<file path="src/rtl/apb_tunnel_pkg.sv">
`timescale 1ns/1ps
package apb_tunnel_pkg;

    localparam logic [7:0] SYM_FRAME_START = 8'h1C;  // K28.0
    localparam logic [7:0] SYM_RESP_START  = 8'h3C;  // K28.1
    localparam logic [7:0] SYM_IDLE_COMMA  = 8'hBC;  // K28.5
    localparam logic [7:0] CRC_POLY        = 8'h07;

    typedef enum logic [2:0] {
        ST_IDLE,
        ST_SEND,
        ST_AWAIT_START,
        ST_AWAIT_STATUS,
        ST_COMPLETE
    } tun_state_e;

    // One byte folded into a running CRC, most significant bit first.
    function automatic logic [7:0] crc8_step(input logic [7:0] crc_in,
                                             input logic [7:0] byte_in);
        logic [7:0] c;
        c = crc_in ^ byte_in;
        for (int b = 0; b < 8; b++) begin
            c = c[7] ? ((c << 1) ^ CRC_POLY) : (c << 1);
        end
        return c;
    endfunction

endpackage

</file>
<file path="src/rtl/tun_crc8.sv">
`timescale 1ns/1ps
module tun_crc8 #(
    parameter int N_BYTES = 7
) (
    input  logic [N_BYTES*8-1:0] msg,
    output logic [7:0]           crc
);
    import apb_tunnel_pkg::*;

    logic [7:0] chain [N_BYTES+1];

    assign chain[0] = 8'h00;

    generate
        for (genvar i = 0; i < N_BYTES; i++) begin : g_stage
            assign chain[i+1] = crc8_step(chain[i], msg[(N_BYTES-1-i)*8 +: 8]);
        end
    endgenerate

    assign crc = chain[N_BYTES];
endmodule

</file>
<file path="src/rtl/tun_tx_framer.sv">
`timescale 1ns/1ps
module tun_tx_framer #(
    parameter int PAY_BYTES = 7
) (
    input  logic                   clk,
    input  logic                   rst_n,
    input  logic                   load,
    input  logic [PAY_BYTES*8-1:0] payload,
    input  logic                   tx_ready,
    output logic                   tx_valid,
    output logic [7:0]             tx_data,
    output logic                   tx_is_k,
    output logic                   busy,
    output logic                   done
);
    import apb_tunnel_pkg::*;

    localparam int PAY_W     = PAY_BYTES * 8;
    localparam int FRAME_LEN = PAY_BYTES + 2;
    localparam int IDX_W     = $clog2(FRAME_LEN);
    localparam logic [IDX_W-1:0] LAST_IDX = IDX_W'(FRAME_LEN - 1);

    logic [PAY_W-1:0] pay_q;
    logic [7:0]       crc_q;
    logic [7:0]       crc_w;
    logic [IDX_W-1:0] idx_q;
    logic             busy_q;
    logic             beat;

    tun_crc8 #(.N_BYTES(PAY_BYTES)) crc_i (
        .msg (payload),
        .crc (crc_w)
    );

    assign beat = busy_q && tx_ready;

    always_ff @(posedge clk) begin
        if (!rst_n) begin
            pay_q  <= '0;
            crc_q  <= '0;
            idx_q  <= '0;
            busy_q <= 1'b0;
        end else if (load && !busy_q) begin
            pay_q  <= payload;
            crc_q  <= crc_w;
            idx_q  <= '0;
            busy_q <= 1'b1;
        end else if (beat) begin
            if (idx_q == LAST_IDX) begin
                idx_q  <= '0;
                busy_q <= 1'b0;
            end else begin
                idx_q <= idx_q + 1'b1;
                if (idx_q != '0) begin
                    pay_q <= {pay_q[PAY_W-9:0], 8'h00};
                end
            end
        end
    end

    always_comb begin
        tx_valid = 1'b1;
        if (!busy_q) begin
            tx_data = SYM_IDLE_COMMA;
            tx_is_k = 1'b1;
        end else if (idx_q == '0) begin
            tx_data = SYM_FRAME_START;
            tx_is_k = 1'b1;
        end else if (idx_q == LAST_IDX) begin
            tx_data = crc_q;
            tx_is_k = 1'b0;
        end else begin
            tx_data = pay_q[PAY_W-1 -: 8];
            tx_is_k = 1'b0;
        end
    end

    assign busy = busy_q;
    assign done = beat && (idx_q == LAST_IDX);

    // Stalled frame symbol must not move.
    assert_stall_hold_R4: assert property (@(posedge clk) disable iff (!rst_n)
        (busy_q && !tx_ready) |=> ($stable(tx_data) && $stable(tx_is_k)));

    // After the CRC beat no trailer symbol: comma comes straight back.
    assert_no_trailer_R3: assert property (@(posedge clk) disable iff (!rst_n)
        done |=> (tx_is_k && tx_data == SYM_IDLE_COMMA));
endmodule

</file>
<file path="src/rtl/tun_rx_decoder.sv">
`timescale 1ns/1ps
module tun_rx_decoder (
    input  logic       rx_valid,
    input  logic [7:0] rx_data,
    input  logic       rx_is_k,
    output logic       resp_start,
    output logic       status_seen,
    output logic       ctrl_seen,
    output logic       status_err
);
    import apb_tunnel_pkg::*;

    always_comb begin
        resp_start  = rx_valid && rx_is_k && (rx_data == SYM_RESP_START);
        ctrl_seen   = rx_valid && rx_is_k;
        status_seen = rx_valid && !rx_is_k;
        status_err  = rx_data[0];
    end
endmodule

</file>
<file path="src/rtl/apb_serial_write_tunnel.sv">
`timescale 1ns/1ps
module apb_serial_write_tunnel #(
    parameter int ADDR_W          = 32,
    parameter int DATA_W          = 32,
    parameter int WIRE_ADDR_BYTES = 3
) (
    input  logic              clk,
    input  logic              rst_n,
    input  logic              psel,
    input  logic              penable,
    input  logic              pwrite,
    input  logic [ADDR_W-1:0] paddr,
    input  logic [DATA_W-1:0] pwdata,
    output logic              pready,
    output logic              pslverr,
    output logic              tx_valid,
    input  logic              tx_ready,
    output logic [7:0]        tx_data,
    output logic              tx_is_k,
    input  logic              rx_valid,
    input  logic [7:0]        rx_data,
    input  logic              rx_is_k
);
    import apb_tunnel_pkg::*;

    localparam int WIRE_ADDR_W = WIRE_ADDR_BYTES * 8;
    localparam int DATA_BYTES  = DATA_W / 8;
    localparam int PAY_BYTES   = WIRE_ADDR_BYTES + DATA_BYTES;

    tun_state_e state_q, state_d;
    logic       err_q;

    logic wr_req, rd_req, frame_load;
    logic frame_busy, frame_done;
    logic resp_start, status_seen, ctrl_seen, status_err;
    logic unused_addr_hi;

    assign wr_req         = psel && penable && pwrite;
    assign rd_req         = psel && penable && !pwrite;
    assign frame_load     = (state_q == ST_IDLE) && wr_req;
    assign unused_addr_hi = ^paddr[ADDR_W-1:WIRE_ADDR_W];

    tun_tx_framer #(.PAY_BYTES(PAY_BYTES)) framer_i (
        .clk      (clk),
        .rst_n    (rst_n),
        .load     (frame_load),
        .payload  ({paddr[WIRE_ADDR_W-1:0], pwdata}),
        .tx_ready (tx_ready),
        .tx_valid (tx_valid),
        .tx_data  (tx_data),
        .tx_is_k  (tx_is_k),
        .busy     (frame_busy),
        .done     (frame_done)
    );

    tun_rx_decoder decoder_i (
        .rx_valid    (rx_valid),
        .rx_data     (rx_data),
        .rx_is_k     (rx_is_k),
        .resp_start  (resp_start),
        .status_seen (status_seen),
        .ctrl_seen   (ctrl_seen),
        .status_err  (status_err)
    );

    // Next-state logic.
    always_comb begin
        state_d = state_q;
        unique case (state_q)
            ST_IDLE:         if (wr_req)      state_d = ST_SEND;
            ST_SEND:         if (frame_done)  state_d = ST_AWAIT_START;
            ST_AWAIT_START:  if (resp_start)  state_d = ST_AWAIT_STATUS;
            ST_AWAIT_STATUS: begin
                if (ctrl_seen)        state_d = ST_AWAIT_START;
                else if (status_seen) state_d = ST_COMPLETE;
            end
            ST_COMPLETE:     state_d = ST_IDLE;
            default:         state_d = ST_IDLE;
        endcase
    end

    // State register and captured status.
    always_ff @(posedge clk) begin
        if (!rst_n) begin
            state_q <= ST_IDLE;
            err_q   <= 1'b0;
        end else begin
            state_q <= state_d;
            if (state_q == ST_AWAIT_STATUS && status_seen && !ctrl_seen) begin
                err_q <= status_err;
            end
        end
    end

    // Bus-side outputs.
    always_comb begin
        pready  = 1'b0;
        pslverr = 1'b0;
        unique case (state_q)
            ST_COMPLETE: begin
                pready  = 1'b1;
                pslverr = err_q;
            end
            ST_IDLE: begin
                if (rd_req) begin
                    pready  = 1'b1;
                    pslverr = 1'b1;
                end
            end
            default: ;
        endcase
    end

    assert_idle_comma_R1: assert property (@(posedge clk) disable iff (!rst_n)
        !frame_busy |-> (tx_valid && tx_is_k && tx_data == SYM_IDLE_COMMA));

    assert_frame_opens_R2: assert property (@(posedge clk) disable iff (!rst_n)
        $rose(frame_busy) |-> (tx_is_k && tx_data == SYM_FRAME_START));

    assert_blocked_while_sending_R5: assert property (@(posedge clk) disable iff (!rst_n)
        frame_busy |-> !pready);

    assert_single_completion_R6: assert property (@(posedge clk) disable iff (!rst_n)
        (pready && pwrite) |=> !pready);

    assert_status_to_error_R6: assert property (@(posedge clk) disable iff (!rst_n)
        (pready && pwrite) |-> (pslverr == $past(rx_data[0])));

    assert_read_rejected_R8: assert property (@(posedge clk) disable iff (!rst_n)
        (rd_req && state_q == ST_IDLE) |-> (pready && pslverr && !frame_load));
endmodule

</file>
<file path="config.mk">
export PLATFORM = sky130hd
export DESIGN_NAME = apb_serial_write_tunnel
export DESIGN_NICKNAME = d
export VERILOG_FILES = /design/src/rtl/apb_tunnel_pkg.sv /design/src/rtl/tun_crc8.sv /design/src/rtl/tun_tx_framer.sv /design/src/rtl/tun_rx_decoder.sv /design/src/rtl/apb_serial_write_tunnel.sv
export SDC_FILE = /design/constraint.sdc
export NUM_CORES = 1
export LEC_CHECK = 0
export BUFFER_PORTS_ARGS = -buffer_cell sky130_fd_sc_hd__buf_4
export CAP_MARGIN = 30
export CORE_ASPECT_RATIO = 0.5
export CORE_MARGIN = 3
export CORE_UTILIZATION = 30
export DETAILED_ROUTE_END_ITERATION = 16
export SETUP_SLACK_MARGIN = 0.3
export SYNTH_ARGS = -nofsm -noshare
export SYNTH_HDL_FRONTEND = slang
export SYNTH_SLANG_ARGS = --single-unit
</file>
<file path="constraint.sdc">
create_clock -name clk -period 6.03 [get_ports clk]
set_clock_uncertainty 0.15 [all_clocks]
set_input_delay 0.9045 -clock clk [delete_from_list [all_inputs] [get_ports clk]]
set_output_delay 0.9045 -clock clk [all_outputs]
set_load 0.005 [all_outputs]
</file>
### Word-level counts from Yosys, hierarchy flattened

Cells that the tools add are included.

* input port bits: 80
* bits in latches: 0
* ROM bits: 0
* logic and storage cells: 185
* memories kept: 0
* flip-flop bits (word level): 73
* output and inout port bits: 12
* bits in writable memories: 0

* equality and inequality tests: 11
* multipliers: 0
* shift-type cells: 0
* bitwise logic cells: 63
* div/mod/pow operators: 0
* multiplexer cells: 78
* reductions and logical operators: 26
* magnitude comparators: 0
* $add $sub $neg: 1

Operators by type and width (count)
* $mux W56: 4
* $mux W3: 61
* $not A3 Y3: 56
* $xor A8 B8 Y8: 6
* $mux W8: 3
* $logic_and A1 B1 Y1: 12
* $pmux W3 S4: 1
* $eq A8 B6 Y1 const B: 1
* $eq A3 B2 Y1 const B: 2
* $mux W1: 6
* $reduce_bool A2 Y1: 3
* $add A4 B1 Y4 const B: 1
* $eq A4 B4 Y1 const B: 1
* $logic_not A1 Y1: 4
* $logic_not A4 Y1: 1
* $mux W4: 1
* $ne A2 B1 Y1 const B: 2
* $ne A2 B2 Y1 const B: 2
* $pmux W1 S2: 2
* $reduce_and A4 Y1: 1
* $reduce_bool A4 Y1: 1
* $eq A3 B1 Y1 const B: 1
* $eq A3 B3 Y1 const B: 1
* $logic_not A3 Y1: 1
* other kinds (5): 5

### Depth between registers and ports, before layout

* word-level depth: 118
* depth in mapped cells: 10
* gate-level depth less buffers: 9

### By module

Synthesis repeated with hierarchy kept, for this count alone.

* cells, all modules: 562
* area, all modules: 5192.5 µm²

By module, submodules not included
* tun_tx_framer: area each 3241.9 µm², sequential area each 1381.3 µm², cells each 409, instances 1
* tun_crc8: area each 1672.9 µm², sequential area each 0.0 µm², cells each 119, instances 1
* apb_serial_write_tunnel: area each 226.5 µm², sequential area each 80.1 µm², cells each 28, instances 1
* tun_rx_decoder: area each 51.3 µm², sequential area each 0.0 µm², cells each 6, instances 1

### Worst setup path after synthesis

No wires, ideal clock.

* path kind: input to register
* start: input paddr[21]
* end: register framer_i.crc_q[6]
* stages: 10
* path buffers: 1
* path slack: 1.743 ns
* required time: 5.764 ns
* data arrival time: 4.021 ns
* library setup time: 0.116 ns
* cells stage by stage: buf_6 -> xor3_1 -> xnor3_1 -> xnor3_1 -> xnor3_2 -> xnor3_2 -> xnor2_1 -> xor2_1 -> xnor3_1 -> o211a_1

* cells in the longest elaborated chain, start to end: 39
* elaborated cells between the ends (all ways): 85
* classes of those cells: 42 x mux; 43 x bitwise

RTL lines
* start, declared: RTL line apb_serial_write_tunnel.sv:12 `input logic [ADDR_W-1:0] paddr,`
* $mux W3 *: RTL line apb_tunnel_pkg.sv:23 `c = c[7] ? ((c << 1) ^ CRC_POLY) : (c << 1);`
* $not A3 Y3 (no line)
* $mux W3: RTL line apb_tunnel_pkg.sv:23
* $xor A8 B8 Y8 *: RTL line apb_tunnel_pkg.sv:21 `c = crc_in ^ byte_in;`
* $mux W3: RTL line apb_tunnel_pkg.sv:23
* $not A3 Y3 (no line) / $xor A8 B8 Y8 (equally long branches)
* $mux W3: RTL line apb_tunnel_pkg.sv:23
* $not A3 Y3 (no line)
* (+23 left out)
* $not A3 Y3 (no line)
* $mux W3: RTL line apb_tunnel_pkg.sv:23
* $xor A8 B8 Y8 *: RTL line apb_tunnel_pkg.sv:21
* $mux W3: RTL line apb_tunnel_pkg.sv:23
* $not A3 Y3 (no line) / $xor A8 B8 Y8 (equally long branches)
* $mux W3: RTL line apb_tunnel_pkg.sv:23
* $not A3 Y3 (no line)
* $mux W3 *: RTL line apb_tunnel_pkg.sv:23
* end signal, assigned: RTL line tun_tx_framer.sv:45 `crc_q <= crc_w;`
* end, declared: RTL line tun_tx_framer.sv:24 `logic [7:0] crc_q;`

Mark *: on every way between the ends. The rest lies on a longest branch, timed or not.
A chain may end at the register's enable or synchronous reset.

### Final worst setup path

Ends and elaborated chain as after synthesis.

==> out/results.tsv <==
metric	value	unit
worstSkewPairLatency	0.33	ns
synth_top_family_by_area	XOR/XNOR gates	
grt_max_degree	94	
first_pass_iters	5	
grt_pass1_vias	3957	
ff_latch_area	0.00146	mm²
hold_class	reg2reg	
num-fill-cells	1604	
peakVddDrop	761	µV
yosys.area_share.simple	17.8	%
wl_met1	6490	µm
vias	4059	
end_kind	flip-flop	
status	completed	
yosys_most_used_dff	dfxtp_1	
async_reset_ff_share	0	%
worstPathArrival	4.30	ns
layout_common_cells	117 x nand2_1, 87 x buf_4, 73 x dfxtp_1	
drt-initial-drc-count	302	
place.gp.congestion	0.862	
report.final.slew_viol_count	0	
yosys_warnings	0	
syn_area_per_cell	9.12	µm²
hold_viol	0	
die_w	188	µm
cts_tree	yes	
placed_cell_area	0.00576	mm²
post_cts_buffers	0	
power_density	733	mW/mm²
cts_resized	0	
path_class	in2reg	
ys_seq_area_share	29.3	%
cts_buffers	9	
synth_adder_area_share	0.501	%
relSlewSlack	37.3	%
top_layer	met4	
worst_pin_slew	0.940	ns
diodes	0	
synth_mux_area_share	0	%
cts_root_buf	clkbuf_16	
syn_inst	547	
htree_levels	3	
drive_gt1_share	20.4	%
reg2reg_slack	3.55	ns
rows	32	
synthesis.area	0.00499	mm²
clkSinkCount	73	
rsz0062_at_grt	false	
synth_xor_area_share	35.4	%
wl_per_cell	16.4	µm
die_y	97.2	µm
fmax	0.236	GHz
worstPathMaxFanout	6	
place_hpwl	10100	µm
leakage	2.50	nW
period_needed	4.23	ns
antenna_found_initial	0	
stdcell_area	0.00608	mm²
grtUsageTotal	14.8	%
routed_wl	13700	µm
syn-num-nets	629	
setup_tns	0	ns
hold_ws	0.310	ns
ant_nets	0	
detail_route.vias_per_cell	4.87	
synth_edf_count	0	
cap_violations	0	
start_kind	input port	
port_buffers	82	
multiInputGateArea	0.00336	mm²
grt_overflow	0	
yosys_register_bits	73	
route.met2.wl	6260	µm
grt_pass1_wl	21300	µm
core-area	0.0159	mm²
final_nets	690	
cts_hold_buf	0	
layout_commonest_cell	nand2_1	
cp.required	6.10	ns
setup_viol	0	
finalCritPeriodShare	70.1	%
start_util	31.5	%
die_area	0.0183	mm²
drc	0	
syn_to_final_growth	21.9	%
cts_max_path_buffers	2	
path_clk_slew	0.05	ns
wl_met3	684	µm
synth.distinct_cells	41	
synth_compound_area_share	13.2	%
pin_count	92	
-- flip-flops by register name, indices dropped and copies added, names as in the netlist --
| name | count |
|---|---|
| err_q | 1 |
| framer_i.busy | 1 |
| framer_i.crc_q | 8 |
| framer_i.idx_q | 4 |
| framer_i.pay_q | 56 |
| state_q | 3 |
-- report_power, final --
part           switching, mW  leakage (nW)  internal, mW
clock                  0.204         0.157         0.386
combinational           1.28          1.75          2.05
sequential            0.0215         0.594         0.516
total                   1.50          2.50          2.95
-- critical path: stages --
cell     delay [ns]
buf_4          0.15
xor3_1         0.43
xnor3_1        0.36
xnor3_1        0.41
xnor3_2        0.47
xnor3_2        0.46
xnor2_1        0.21
xor2_1         0.26
xnor3_1        0.44
o211a_1        0.20
-- synth_stat cells (3+ instances only) --
library cell    n  area share, %
nand2_1       117            8.8
dfxtp_1        73             29
nor2_1         61            4.6
xnor2_1        50            8.8
a311oi_1       40            7.0
a21oi_1        30            3.0
clkbuf_1       30            2.3
xnor3_1        30             14
xor2_1         20            3.5
nand3_1        16            1.6
o21ai_0         9           0.90
xnor3_2         9            4.3
a22oi_1         8            1.2
a211oi_1        5           0.75
xnor2_2         5            1.6
nor3_1          4           0.40
nor3b_1         4           0.60
nand2b_1        3           0.38
nand4b_1        3           0.53
-- layer usage --
metal / vias to the layer above / global-route usage [%]
met2: 93 / 23.5
met3: 15 / 3.78
met1: 1945 / 20.1
met4: 0 / 4.12
met5: - / 0
li1: 2006 / -
-- final cells by class --
type                    instances  share of cell area [%]
repair buffers                 87                    10.7
clock buffers                  14                    4.34
multi-input cells             434                    55.2
well taps                     221                    4.55
flip-flops and latches         73                    24.0
clock inverters                 2                   0.987
inverters                       3                   0.185
-- worst paths after layout --
check / start / cells after the start / end
worst min register to register: framer_i.pay_q[24] / 2 / framer_i.pay_q[24]
worst min-delay path: framer_i.pay_q[24] / 2 / framer_i.pay_q[24]
worst max register to register: framer_i.idx_q[0] / 8 / framer_i.pay_q[23]
worst max-delay path: paddr[21] / 10 / framer_i.crc_q[6]
-- stage by stage --
step | instances | power, mW | worst slack, ns | utilization (%)
floorplan | 547 | 3.42 | 1.74 | -
global placement | 818 | 3.89 | 1.51 | 36.3
detailed placement | 818 | 3.91 | 1.44 | 36.3
CTS | 834 | 4.51 | 1.80 | 38.4
global route | 834 | 4.72 | 1.66 | 38.4
finish | 834 | 4.46 | 1.80 | 38.4
-- cells by family after synthesis --
group,count (synthesis)
simple gates,215
xor+xnor,122
compound gates,94
flops,73
buf+inv,40
fa+ha+maj,2
other cells,1
(Power assumes the default switching activity.)
